`config.mk`:
```
export PLATFORM = sky130hd
export DESIGN_NAME = evt_timer_global
export DESIGN_NICKNAME = d
export VERILOG_FILES = /design/src/rtl/evtg_pkg.sv /design/src/rtl/evtg_counter.sv /design/src/rtl/evtg_status.sv /design/src/rtl/evtg_router.sv /design/src/rtl/evt_timer_global.sv
export SDC_FILE = /design/constraint.sdc
export NUM_CORES = 1
export LEC_CHECK = 0
export ABC_CLOCK_PERIOD_IN_PS = 5800
export CORE_MARGIN = 2
export CORE_UTILIZATION = 33
export DETAILED_ROUTE_END_ITERATION = 16
export SLEW_MARGIN = 40
export SYNTH_ARGS = -nofsm -noshare
export SYNTH_HDL_FRONTEND = slang
export SYNTH_SLANG_ARGS = --single-unit
```
`constraint.sdc`:
```
create_clock -name clk -period 5.8 [get_ports clk]
set_clock_uncertainty 0.05 [all_clocks]
set_input_delay 1.16 -clock clk [delete_from_list [all_inputs] [get_ports clk]]
set_output_delay 1.16 -clock clk [all_outputs]
set_load 0.02 [all_outputs]
```
`src/rtl/evtg_pkg.sv`:
```
package evtg_pkg;
  localparam int unsigned ADDR_W = 3;
  localparam int unsigned DATA_W = 32;

  localparam logic [ADDR_W-1:0] A_CAPS   = 3'd0;
  localparam logic [ADDR_W-1:0] A_PERIOD = 3'd1;
  localparam logic [ADDR_W-1:0] A_CONFIG = 3'd2;
  localparam logic [ADDR_W-1:0] A_STATUS = 3'd3;
  localparam logic [ADDR_W-1:0] A_COUNT  = 3'd4;

  localparam int unsigned CFG_RUN_BIT = 0;
  localparam int unsigned CFG_LEG_BIT = 1;

  // Fixed legacy line numbers taken over by channels 0 and 1.
  localparam int unsigned LEG_LINE_A = 0;
  localparam int unsigned LEG_LINE_B = 8;

  function automatic logic [DATA_W-1:0] caps_word(
    input logic [15:0] vendor,
    input logic        leg_cap,
    input int unsigned n_ch,
    input logic [7:0]  rev
  );
    logic [DATA_W-1:0] w;
    w        = '0;
    w[7:0]   = rev;
    w[12:8]  = 5'(n_ch - 1);
    w[13]    = 1'b0;
    w[15]    = leg_cap;
    w[31:16] = vendor;
    return w;
  endfunction
endpackage

```
`src/rtl/evtg_counter.sv`:
```
module evtg_counter #(
  parameter int unsigned CNT_W = 32
) (
  input  logic             clk,
  input  logic             rst_n,
  input  logic             run,
  input  logic             load,
  input  logic [CNT_W-1:0] load_val,
  output logic [CNT_W-1:0] count
);
  always_ff @(posedge clk) begin
    if (!rst_n) begin
      count <= '0;
    end else if (run) begin
      count <= count + CNT_W'(1);
    end else if (load) begin
      count <= load_val;
    end
  end
endmodule

```
`src/rtl/evtg_status.sv`:
```
module evtg_status #(
  parameter int unsigned NUM_CH = 4
) (
  input  logic              clk,
  input  logic              rst_n,
  input  logic [NUM_CH-1:0] match,
  input  logic [NUM_CH-1:0] level,
  input  logic              clr_stb,
  input  logic [NUM_CH-1:0] clr_mask,
  output logic [NUM_CH-1:0] sts,
  output logic [NUM_CH-1:0] ch_int
);
  logic [NUM_CH-1:0] pulse_q;

  for (genvar i = 0; i < NUM_CH; i++) begin : g_ch
    logic set_i;
    logic clr_i;
    assign set_i = match[i] & level[i];
    assign clr_i = clr_stb & clr_mask[i];

    always_ff @(posedge clk) begin
      if (!rst_n) begin
        sts[i]     <= 1'b0;
        pulse_q[i] <= 1'b0;
      end else begin
        sts[i]     <= set_i | (sts[i] & ~clr_i);
        pulse_q[i] <= match[i] & ~level[i];
      end
    end

    assign ch_int[i] = sts[i] | pulse_q[i];
  end
endmodule

```
`src/rtl/evtg_router.sv`:
```
module evtg_router #(
  parameter int unsigned NUM_CH    = 4,
  parameter int unsigned NUM_LINES = 24,
  parameter int unsigned ROUTE_W   = 5
) (
  input  logic [NUM_CH-1:0]         ch_int,
  input  logic [NUM_CH*ROUTE_W-1:0] ch_route,
  input  logic                      legacy,
  output logic [NUM_LINES-1:0]      lines
);
  import evtg_pkg::*;

  always_comb begin
    lines = '0;
    for (int c = 0; c < NUM_CH; c++) begin
      logic [ROUTE_W-1:0] r;
      r = ch_route[c*ROUTE_W +: ROUTE_W];
      if (legacy && c == 0) begin
        lines[LEG_LINE_A] = lines[LEG_LINE_A] | ch_int[c];
      end else if (legacy && c == 1) begin
        lines[LEG_LINE_B] = lines[LEG_LINE_B] | ch_int[c];
      end else if (int'(r) < NUM_LINES) begin
        lines[r] = lines[r] | ch_int[c];
      end
    end
  end
endmodule

```
`src/rtl/evt_timer_global.sv`:
```
module evt_timer_global #(
  parameter int unsigned NUM_CH    = 4,
  parameter int unsigned NUM_LINES = 24,
  parameter int unsigned ROUTE_W   = 5,
  parameter logic [7:0]  REV_ID    = 8'h01,
  parameter logic [15:0] VENDOR_ID = 16'hA55A,
  parameter logic [31:0] PERIOD_FS = 32'd50_000_000,
  parameter logic        LEG_CAP   = 1'b1
) (
  input  logic                      clk,
  input  logic                      rst_n,
  input  logic                      req_valid,
  output logic                      req_ready,
  input  logic                      req_write,
  input  logic [2:0]                req_addr,
  input  logic [31:0]               req_wdata,
  output logic                      rsp_valid,
  input  logic                      rsp_ready,
  output logic [31:0]               rsp_data,
  input  logic [NUM_CH-1:0]         ch_match,
  input  logic [NUM_CH-1:0]         ch_level,
  input  logic [NUM_CH*ROUTE_W-1:0] ch_route,
  output logic [NUM_LINES-1:0]      irq_line
);
  import evtg_pkg::*;

  localparam logic [DATA_W-1:0] CAPS = caps_word(VENDOR_ID, LEG_CAP, NUM_CH, REV_ID);

  logic              accept, wr_stb, rd_stb;
  logic              cfg_en_q, cfg_leg_q;
  logic              cnt_load, sts_clr;
  logic [DATA_W-1:0] cnt_q;
  logic [NUM_CH-1:0] sts_q, ch_int;
  logic [DATA_W-1:0] sts_word, rd_mux;

  assign req_ready = ~rsp_valid | rsp_ready;
  assign accept    = req_valid & req_ready;
  assign wr_stb    = accept & req_write;
  assign rd_stb    = accept & ~req_write;
  assign cnt_load  = wr_stb && (req_addr == A_COUNT);
  assign sts_clr   = wr_stb && (req_addr == A_STATUS);

  always_ff @(posedge clk) begin
    if (!rst_n) begin
      cfg_en_q  <= 1'b0;
      cfg_leg_q <= 1'b0;
    end else if (wr_stb && req_addr == A_CONFIG) begin
      cfg_en_q  <= req_wdata[CFG_RUN_BIT];
      cfg_leg_q <= LEG_CAP & req_wdata[CFG_LEG_BIT];
    end
  end

  evtg_counter #(.CNT_W(DATA_W)) u_cnt (
    .clk(clk), .rst_n(rst_n), .run(cfg_en_q), .load(cnt_load),
    .load_val(req_wdata), .count(cnt_q)
  );

  evtg_status #(.NUM_CH(NUM_CH)) u_sts (
    .clk(clk), .rst_n(rst_n), .match(ch_match), .level(ch_level),
    .clr_stb(sts_clr), .clr_mask(req_wdata[NUM_CH-1:0]),
    .sts(sts_q), .ch_int(ch_int)
  );

  evtg_router #(.NUM_CH(NUM_CH), .NUM_LINES(NUM_LINES), .ROUTE_W(ROUTE_W)) u_rte (
    .ch_int(ch_int), .ch_route(ch_route), .legacy(cfg_leg_q), .lines(irq_line)
  );

  always_comb begin
    sts_word = '0;
    sts_word[NUM_CH-1:0] = sts_q;
    case (req_addr)
      A_CAPS:   rd_mux = CAPS;
      A_PERIOD: rd_mux = PERIOD_FS;
      A_CONFIG: rd_mux = {30'd0, cfg_leg_q, cfg_en_q};
      A_STATUS: rd_mux = sts_word;
      A_COUNT:  rd_mux = cnt_q;
      default:  rd_mux = '0;
    endcase
  end

  always_ff @(posedge clk) begin
    if (!rst_n) begin
      rsp_valid <= 1'b0;
      rsp_data  <= '0;
    end else if (rd_stb) begin
      rsp_valid <= 1'b1;
      rsp_data  <= rd_mux;
    end else if (rsp_ready) begin
      rsp_valid <= 1'b0;
    end
  end
endmodule

```
# ---- Word-level counts from Yosys, hierarchy flattened
# Memory sizes are Yosys's and may differ from the RTL's.
# Cells that the tools add are included.
dict set report totals {
  regBits 75
  romBits 32
  in_bits 68
  out_inout_bits 58
  word_cells 117
  memories 1
}
# memory depth word_bits read_ports rd_ports_with_merged_regs wr line_no
set memory_table {}
lappend memory_table {{(name not given)} 32 1 1 0 0 evtg_router.sv:23} ;# lines[r] = lines[r] | ch_int[c];
dict set report classes {
  n_addsub 1
  order_cmp 12
  eq_ne 4
  n_mux 32
  bitwise_logic 44
  reduce_logical 10
}
# operator count
set ops {}
lappend ops {{32-bit one-hot mux with 5 select lines} 1}
lappend ops {{24-bit two-way mux} 4}
lappend ops {{24-bit bitwise mux} 3}
lappend ops {{32-bit two-way mux} 2}
lappend ops {{32-bit by 1-bit adder with 32-bit output (second input constant)} 1}
lappend ops {{24-bit AND} 1}
lappend ops {{5-bit by 6-bit < comparator with 1-bit output (second input constant)} 4}
lappend ops {{23-bit two-way mux} 1}
lappend ops {{1-bit demux with 5-bit select} 4}
lappend ops {{5-bit by 1-bit greater-or-equal comparator with 1-bit output (second input constant)} 4}
lappend ops {{5-bit < comparator (second input constant)} 4}
lappend ops {{1-bit AND} 19}
lappend ops {{1-bit binary-select mux with 5-bit select} 3}
lappend ops {{15-bit two-way mux} 1}
lappend ops {{1-bit OR} 14}
lappend ops {{1-bit two-way mux} 12}
lappend ops {{1-bit inverter} 10}
lappend ops {{8-bit two-way mux} 1}
lappend ops {{1-bit logical AND} 7}
lappend ops {{3-bit by 2-bit equality test with 1-bit output (second input constant)} 2}
lappend ops {{2-bit nonzero test} 2}
lappend ops {{3-bit by 1-bit equality test with 1-bit output (second input constant)} 1}
lappend ops {{3-bit equality test (second input constant)} 1}
lappend ops {{3-bit zero test} 1}

# ---- Logic depth before layout (Yosys ltp)
# Gate-level depths: netlist of run 1.
dict set report depth {
  ltp_word 23
  ltp_mapped 14
  mapped_depth_nobuf 10
}

# ---- Hierarchy
# Synthesis of run 1 repeated with hierarchy kept, for this count alone.
dict set report hier_totals {
  cells_unflattened 934
  hier_area_um2 6593.8
}
# mod instances cells_per_inst area_each_um2 seq_area_each_um2
set modules_own_cells {}
lappend modules_own_cells {evtg_router 1 470 2867.8 0.0}
lappend modules_own_cells {evtg_counter 1 254 1873.0 640.6}
lappend modules_own_cells {evt_timer_global 1 178 1546.5 700.7}
lappend modules_own_cells {evtg_status 1 32 306.5 160.2}

# ---- Worst setup path after synthesis of run 1
# OpenSTA, ideal clock, no wires.
dict set report synth_timing {
  kind {input-to-output}
  start {in ch_route[2]}
  end {out irq_line[10]}
  t_arrival_ns 4.115
  required_ns 4.590
  setup_slack_ns 0.475
  cell_stages 12
  n_path_buf 2
  path_cell_list {buf_2 > or4b_1 > a22oi_2 > nand3_2 > o41ai_4 > a21oi_1 > a2111oi_2 > a211oi_1 > a22oi_2 > a211oi_2 > buf_2 > mux2i_1}
}
dict set report synth_via {
  elab_chain_len 23
  elab_cells_between_ends 32
  cone_classes {order compare (3); mux (21); bitwise (6); reduce/logical (1); memory (1)}
}
# item line_no
set synth_rtl {}
lappend synth_rtl {{from (decl)} evt_timer_global.sv:22} ;# input logic [NUM_CH*ROUTE_W-1:0] ch_route,
lappend synth_rtl {{5-bit by 6-bit < comparator with 1-bit output (not written as such) / 5-bit by 1-bit greater-or-equal comparator with 1-bit output (equally long branches)} evtg_router.sv:23}
lappend synth_rtl {{1-bit logical AND (not written as such)} evtg_router.sv:23}
lappend synth_rtl {{1-bit two-way mux (not written as such)} evtg_router.sv:23}
lappend synth_rtl {{1-bit demux with 5-bit select} -}
lappend synth_rtl {{24-bit AND (no source line)} -}
lappend synth_rtl {{24-bit two-way mux *} evtg_router.sv:22} ;# end else if (int'(r) < NUM_LINES) begin
lappend synth_rtl {{1-bit two-way mux / 23-bit two-way mux (equally long branches)} evtg_router.sv:18} ;# if (legacy && c == 0) begin
lappend synth_rtl {{1-bit binary-select mux with 5-bit select} evtg_router.sv:23}
lappend synth_rtl {{[7 not listed]} -}
lappend synth_rtl {{1-bit OR} evtg_router.sv:23}
lappend synth_rtl {{24-bit bitwise mux} evtg_router.sv:23}
lappend synth_rtl {{24-bit two-way mux *} evtg_router.sv:22}
lappend synth_rtl {{1-bit binary-select mux with 5-bit select} evtg_router.sv:23}
lappend synth_rtl {{1-bit two-way mux (not written as such)} evtg_router.sv:23}
lappend synth_rtl {{1-bit OR} evtg_router.sv:23}
lappend synth_rtl {{24-bit bitwise mux} evtg_router.sv:23}
lappend synth_rtl {{24-bit two-way mux *} evtg_router.sv:22}
lappend synth_rtl {{to (decl)} evt_timer_global.sv:23} ;# output logic [NUM_LINES-1:0] irq_line
# Every way passes the cells marked *; elsewhere a longest branch is shown, timed or not. The select of a mux whose other input is x is not followed.

# ---- Worst setup path after layout of run 1
dict set report layout_timing {
  start {in ch_route[14]}
  end {out irq_line[14]}
}
dict set report layout_via {
  elab_chain_len 11
  elab_cells_between_ends 16
  cone_classes {order compare (3); mux (10); bitwise (2); reduce/logical (1)}
}
# item line_no
set layout_rtl {}
lappend layout_rtl {{5-bit by 6-bit < comparator with 1-bit output (not written as such) / 5-bit by 1-bit greater-or-equal comparator with 1-bit output (equally long branches)} evtg_router.sv:23}
lappend layout_rtl {{1-bit logical AND (not written as such)} evtg_router.sv:23}
lappend layout_rtl {{1-bit two-way mux (not written as such)} evtg_router.sv:23}
lappend layout_rtl {{1-bit demux with 5-bit select} -}
lappend layout_rtl {{24-bit bitwise mux} evtg_router.sv:23}
lappend layout_rtl {{24-bit two-way mux *} evtg_router.sv:22}
lappend layout_rtl {{1-bit binary-select mux with 5-bit select} evtg_router.sv:23}
lappend layout_rtl {{1-bit two-way mux (not written as such)} evtg_router.sv:23}
lappend layout_rtl {{1-bit OR} evtg_router.sv:23}
lappend layout_rtl {{24-bit bitwise mux} evtg_router.sv:23}
lappend layout_rtl {{24-bit two-way mux *} evtg_router.sv:22}
# Marks and branches as above.

==> results.toml, run 1 <==
[setup_path]
cpLargestDelayFamily = "buffers and inverters"
critPathCaptureType = "output port"
cp.arrival_ns = 4.51
path_cells = "clkdlybuf4s50_1 > or3b_4 > buf_4 > nor2_1 > buf_4 > or4_1 > o221ai_4 > o32ai_1 > nor4_1 > o2111ai_2 > a211oi_4 > buf_4 > clkbuf_16 > a31oi_1 > buf_2"
critPathLaunchType = "input pin"
path_max_fanout = 12
crit_buf_inv = 6
slowest_delay_ns = 0.46
path_common_cell = "buf_4"
crit_required_ns = 4.59
path_class = "in -> out"
crit_path_top_delay_cell = "or4_1"

[routing]
ant_nets = 0
drt-total-wl_um = 28630
vias = 8586
avgRoutedWirePerCell_um = 18.64
viasPerCell = 5.590
first_pass_iters = 5
drc = 0
first_iter_violations = 758

[place]
placedCellCount = 1506
dp.final_hpwl_um = 22130
portBuffers = 125
gp_congestion = 1.002

[cts]
cts_made_buffers = 9
clockBufferDepth = 2
cts_tree = "yes"
worstSkewPairLatency_ns = 0.34
clk_pin_slew_ns = 0.06
h-tree-depth = 3
root_buffer = "clkbuf_16"
postCtsHoldBufs = 0
clock-sinks = 75

[power]
power_frac_clock_pct = 37.0
p_int_mw = 1.115
power_mw = 1.599
netSwitchingPower_mw = 0.4841
power_switching_share_pct = 30.28
power_density_mw_per_mm2 = 158.9
pwr-share-seq_pct = 33.9
leakage_nw = 4.113
vdd_drop_max_mv = 0.1414
combPwrFrac_pct = 29.1

[die]
initial_core_util_pct = 33.86
die_w_um = 146.0
die_y_um = 146.0
die_area_mm2 = 0.02132
coreArea_mm2 = 0.01965
core.rowCount = 51
io_pins = 126

[synthesis]
synth_area_leaders = "dfxtp_1, nor2_1, a21oi_1"
synthXorXnorAreaFrac_pct = 4.080
synth-simple-area-share_pct = 34.80
syn-num-nets = 1051
async_reset_ff_share_pct = 0
muxShareOfSynthArea_pct = 6.731
synth_area_mm2 = 0.006655
syn_avg_cell_area_um2 = 6.777
synth_cell_types = 79
syn_inst = 982
synth_compound_area_share_pct = 26.21
yosysTopAreaCell = "dfxtp_1"
synthAdderAreaFrac_pct = 0.1880
synth.top_cell.area_share_pct = 22.56
synth.ff_latch_count = 75
synth_edf_count = 0
yosysWarnings = 0
ys_seq_area_share_pct = 22.56
synth_top_family_by_area = "simple AND/OR/NAND/NOR gates"
synth_ff_type = "dfxtp_1"

[timing]
fmax_ghz = 0.1748
hold_viol = 0
fin_crit_sh_pct = 98.62
slew_headroom_pct = 52.67
tightestPinTransition_ns = 0.7100
drv_slew = 0
setup_violations = 0
timing.hold.ws_ns = 0.4037
fin_crit_ns = 5.720

[global_routing]
antenna_found_initial = 1
grt_pass1_wl_um = 45250
track_usage_pct = 26.25
grt.met3_usage_pct = 4.813
grt_pass1_vias = 8514
use_met2_pct = 44.81
gr-total-overflow = 0
grt_max_degree = 67
top_usage_layer = "met2"
gr-usage-met1_pct = 32.69

[flow_run]
maxCapViolations = 0

[finish]
n_antenna_cell = 0
nets = 1336
fillers = 2025
instances_no_fill = 1536
drive_above_1_share_pct = 26.20
syn_to_final_growth_pct = 51.19
fin_util_pct = 51.20

[hold_path]
hold_class = "reg -> reg"

[outcome]
status = "finished clean"
[repair_timing]
action,4_1_cts,5_1_grt
endpoints found under the hold margin,0,0
resized for setup,112,74
endpoints found under the setup margin,24,24
pin swaps,8,14
gates cloned,0,1
buffers inserted,5,9
[worst reg2reg max path, delay by kind of cell, from the launching register on]
| kind | cells | cell delay (ns) |
|---|---|---|
| DFF | 1 | 0.47 |
| and+or+nand+nor | 8 | 2.31 |
| AOI/OAI and AO/OA | 2 | 0.23 |
[kinds of logic (layout without fill, tap and decap cells)]
kind of cell | Yosys count | count (layout)
adder cells (fa/ha/maj) | 1 | 1
buffers and inverters | 87 | 376
AND/OR/NAND/NOR | 478 | 478
AO/OA/AOI/OAI | 266 | 266
multiplexers | 44 | 44
XOR/XNOR | 31 | 31
flip-flops | 75 | 75
[per-stage QoR]
stage / setup WS (ns) / TNS (ns) / cell area, um^2
floorplan: 0.4750 / 0 / 6655
global placement: -0.8573 / -20.11 / 9485
detailed placement: -0.7750 / -17.92 / 9489
CTS: -0.01275 / -0.01275 / 9970
global route: -0.02440 / -0.09417 / 10060
finish: 0.07991 / 0 / 10060
[layer usage]
layer  part of all wire, %  wire (um)  vias to the layer above
met2                    48      13640                      359
met3                   6.9       1964                       76
li1                      -          -                     4140
met5                     0          0                        -
met1                    42      11970                     4011
met4                   3.7       1058                        0
[path summary, 6_finish.rpt]
kind / from / end / slack (ns) / cells past startpoint
worst max-delay path: ch_route[14] / irq_line[14] / 0.08 / 15
worst min-delay path: rsp_data[30] / rsp_data[30] / 0.40 / 2
worst max register to register: u_cnt.count[3] / u_cnt.count[31] / 2.59 / 10
worst min register to register: rsp_data[30] / rsp_data[30] / 0.40 / 2
[layout by cell type (no fill, tap or decap), types with 13 or more instances in the layout]
master | Yosys | routed
nand3_1 | 54 | 54
nand2b_1 | 17 | 16
a21oi_1 | 101 | 99
o21ai_0 | 40 | 33
clkdlybuf4s50_1 | 0 | 91
buf_4 | 0 | 211
nor3_1 | 46 | 40
dfxtp_1 | 75 | 74
a211oi_1 | 15 | 13
buf_2 | 10 | 23
mux2i_1 | 38 | 38
nor2_1 | 170 | 167
xor2_1 | 19 | 17
nand2_1 | 97 | 96
inv_1 | 21 | 20
[power groups by stage]
stage          Sequential [mW]  Clock [mW]  Combinational (mW)
2_1_floorplan            0.555           0               0.196
3_3_place_gp             0.553           0               0.424
3_5_place_dp             0.553           0               0.423
4_1_cts                  0.542       0.600               0.434
5_1_grt                  0.544       0.620               0.497
6_report                 0.542       0.591               0.465
[area by class of cell]
cell class / instances / area [um^2] / share of cell area, %
sequential: 75 / 1503 / 14.93
timing repair buffer: 340 / 2771 / 27.54
tap: 265 / 331.6 / 3.295
inverter: 21 / 81.33 / 0.8083
multi-input combinational: 820 / 5067 / 50.36
clock inverter: 5 / 78.83 / 0.7834
clock buffer: 10 / 229.0 / 2.276
[Yosys cell counts, drive strengths merged (8+ instances only)]
master  instances
xor2           19
nor3           47
buf            16
mux2i          38
nand4           8
o21ai          42
nor2          171
nor2b           8
a22oi           9
a31oi          10
and2            9
nand2b         17
nor4            9
xnor2          12
o211ai         12
nand3b          8
a211oi         16
nand2          97
nand3          55
nor3b          10
o22ai           9
inv            21
dfxtp          75
a21oi         101
clkbuf         50
[state kept, by name (all words and copies together), names as in the netlist]
name	count
rsp_data	32
u_sts.sts	4
rsp_valid	1
cfg_en_q	1
u_cnt.count	32
u_sts.pulse_q	4
cfg_leg_q	1
No activity file was read; power rests on OpenSTA's default activity.
==> inputs of run 2 (changes only) <==
--- a/config.mk
+++ b/config.mk
@@ -6,6 +6,7 @@
 export NUM_CORES = 1
 export LEC_CHECK = 0
 export ABC_CLOCK_PERIOD_IN_PS = 5800
+export CAP_MARGIN = 25
 export CORE_MARGIN = 2
 export CORE_UTILIZATION = 33
 export DETAILED_ROUTE_END_ITERATION = 16
==> results of run 2 <==
The final DEF is identical to that of run 1; final timing and power are the same.
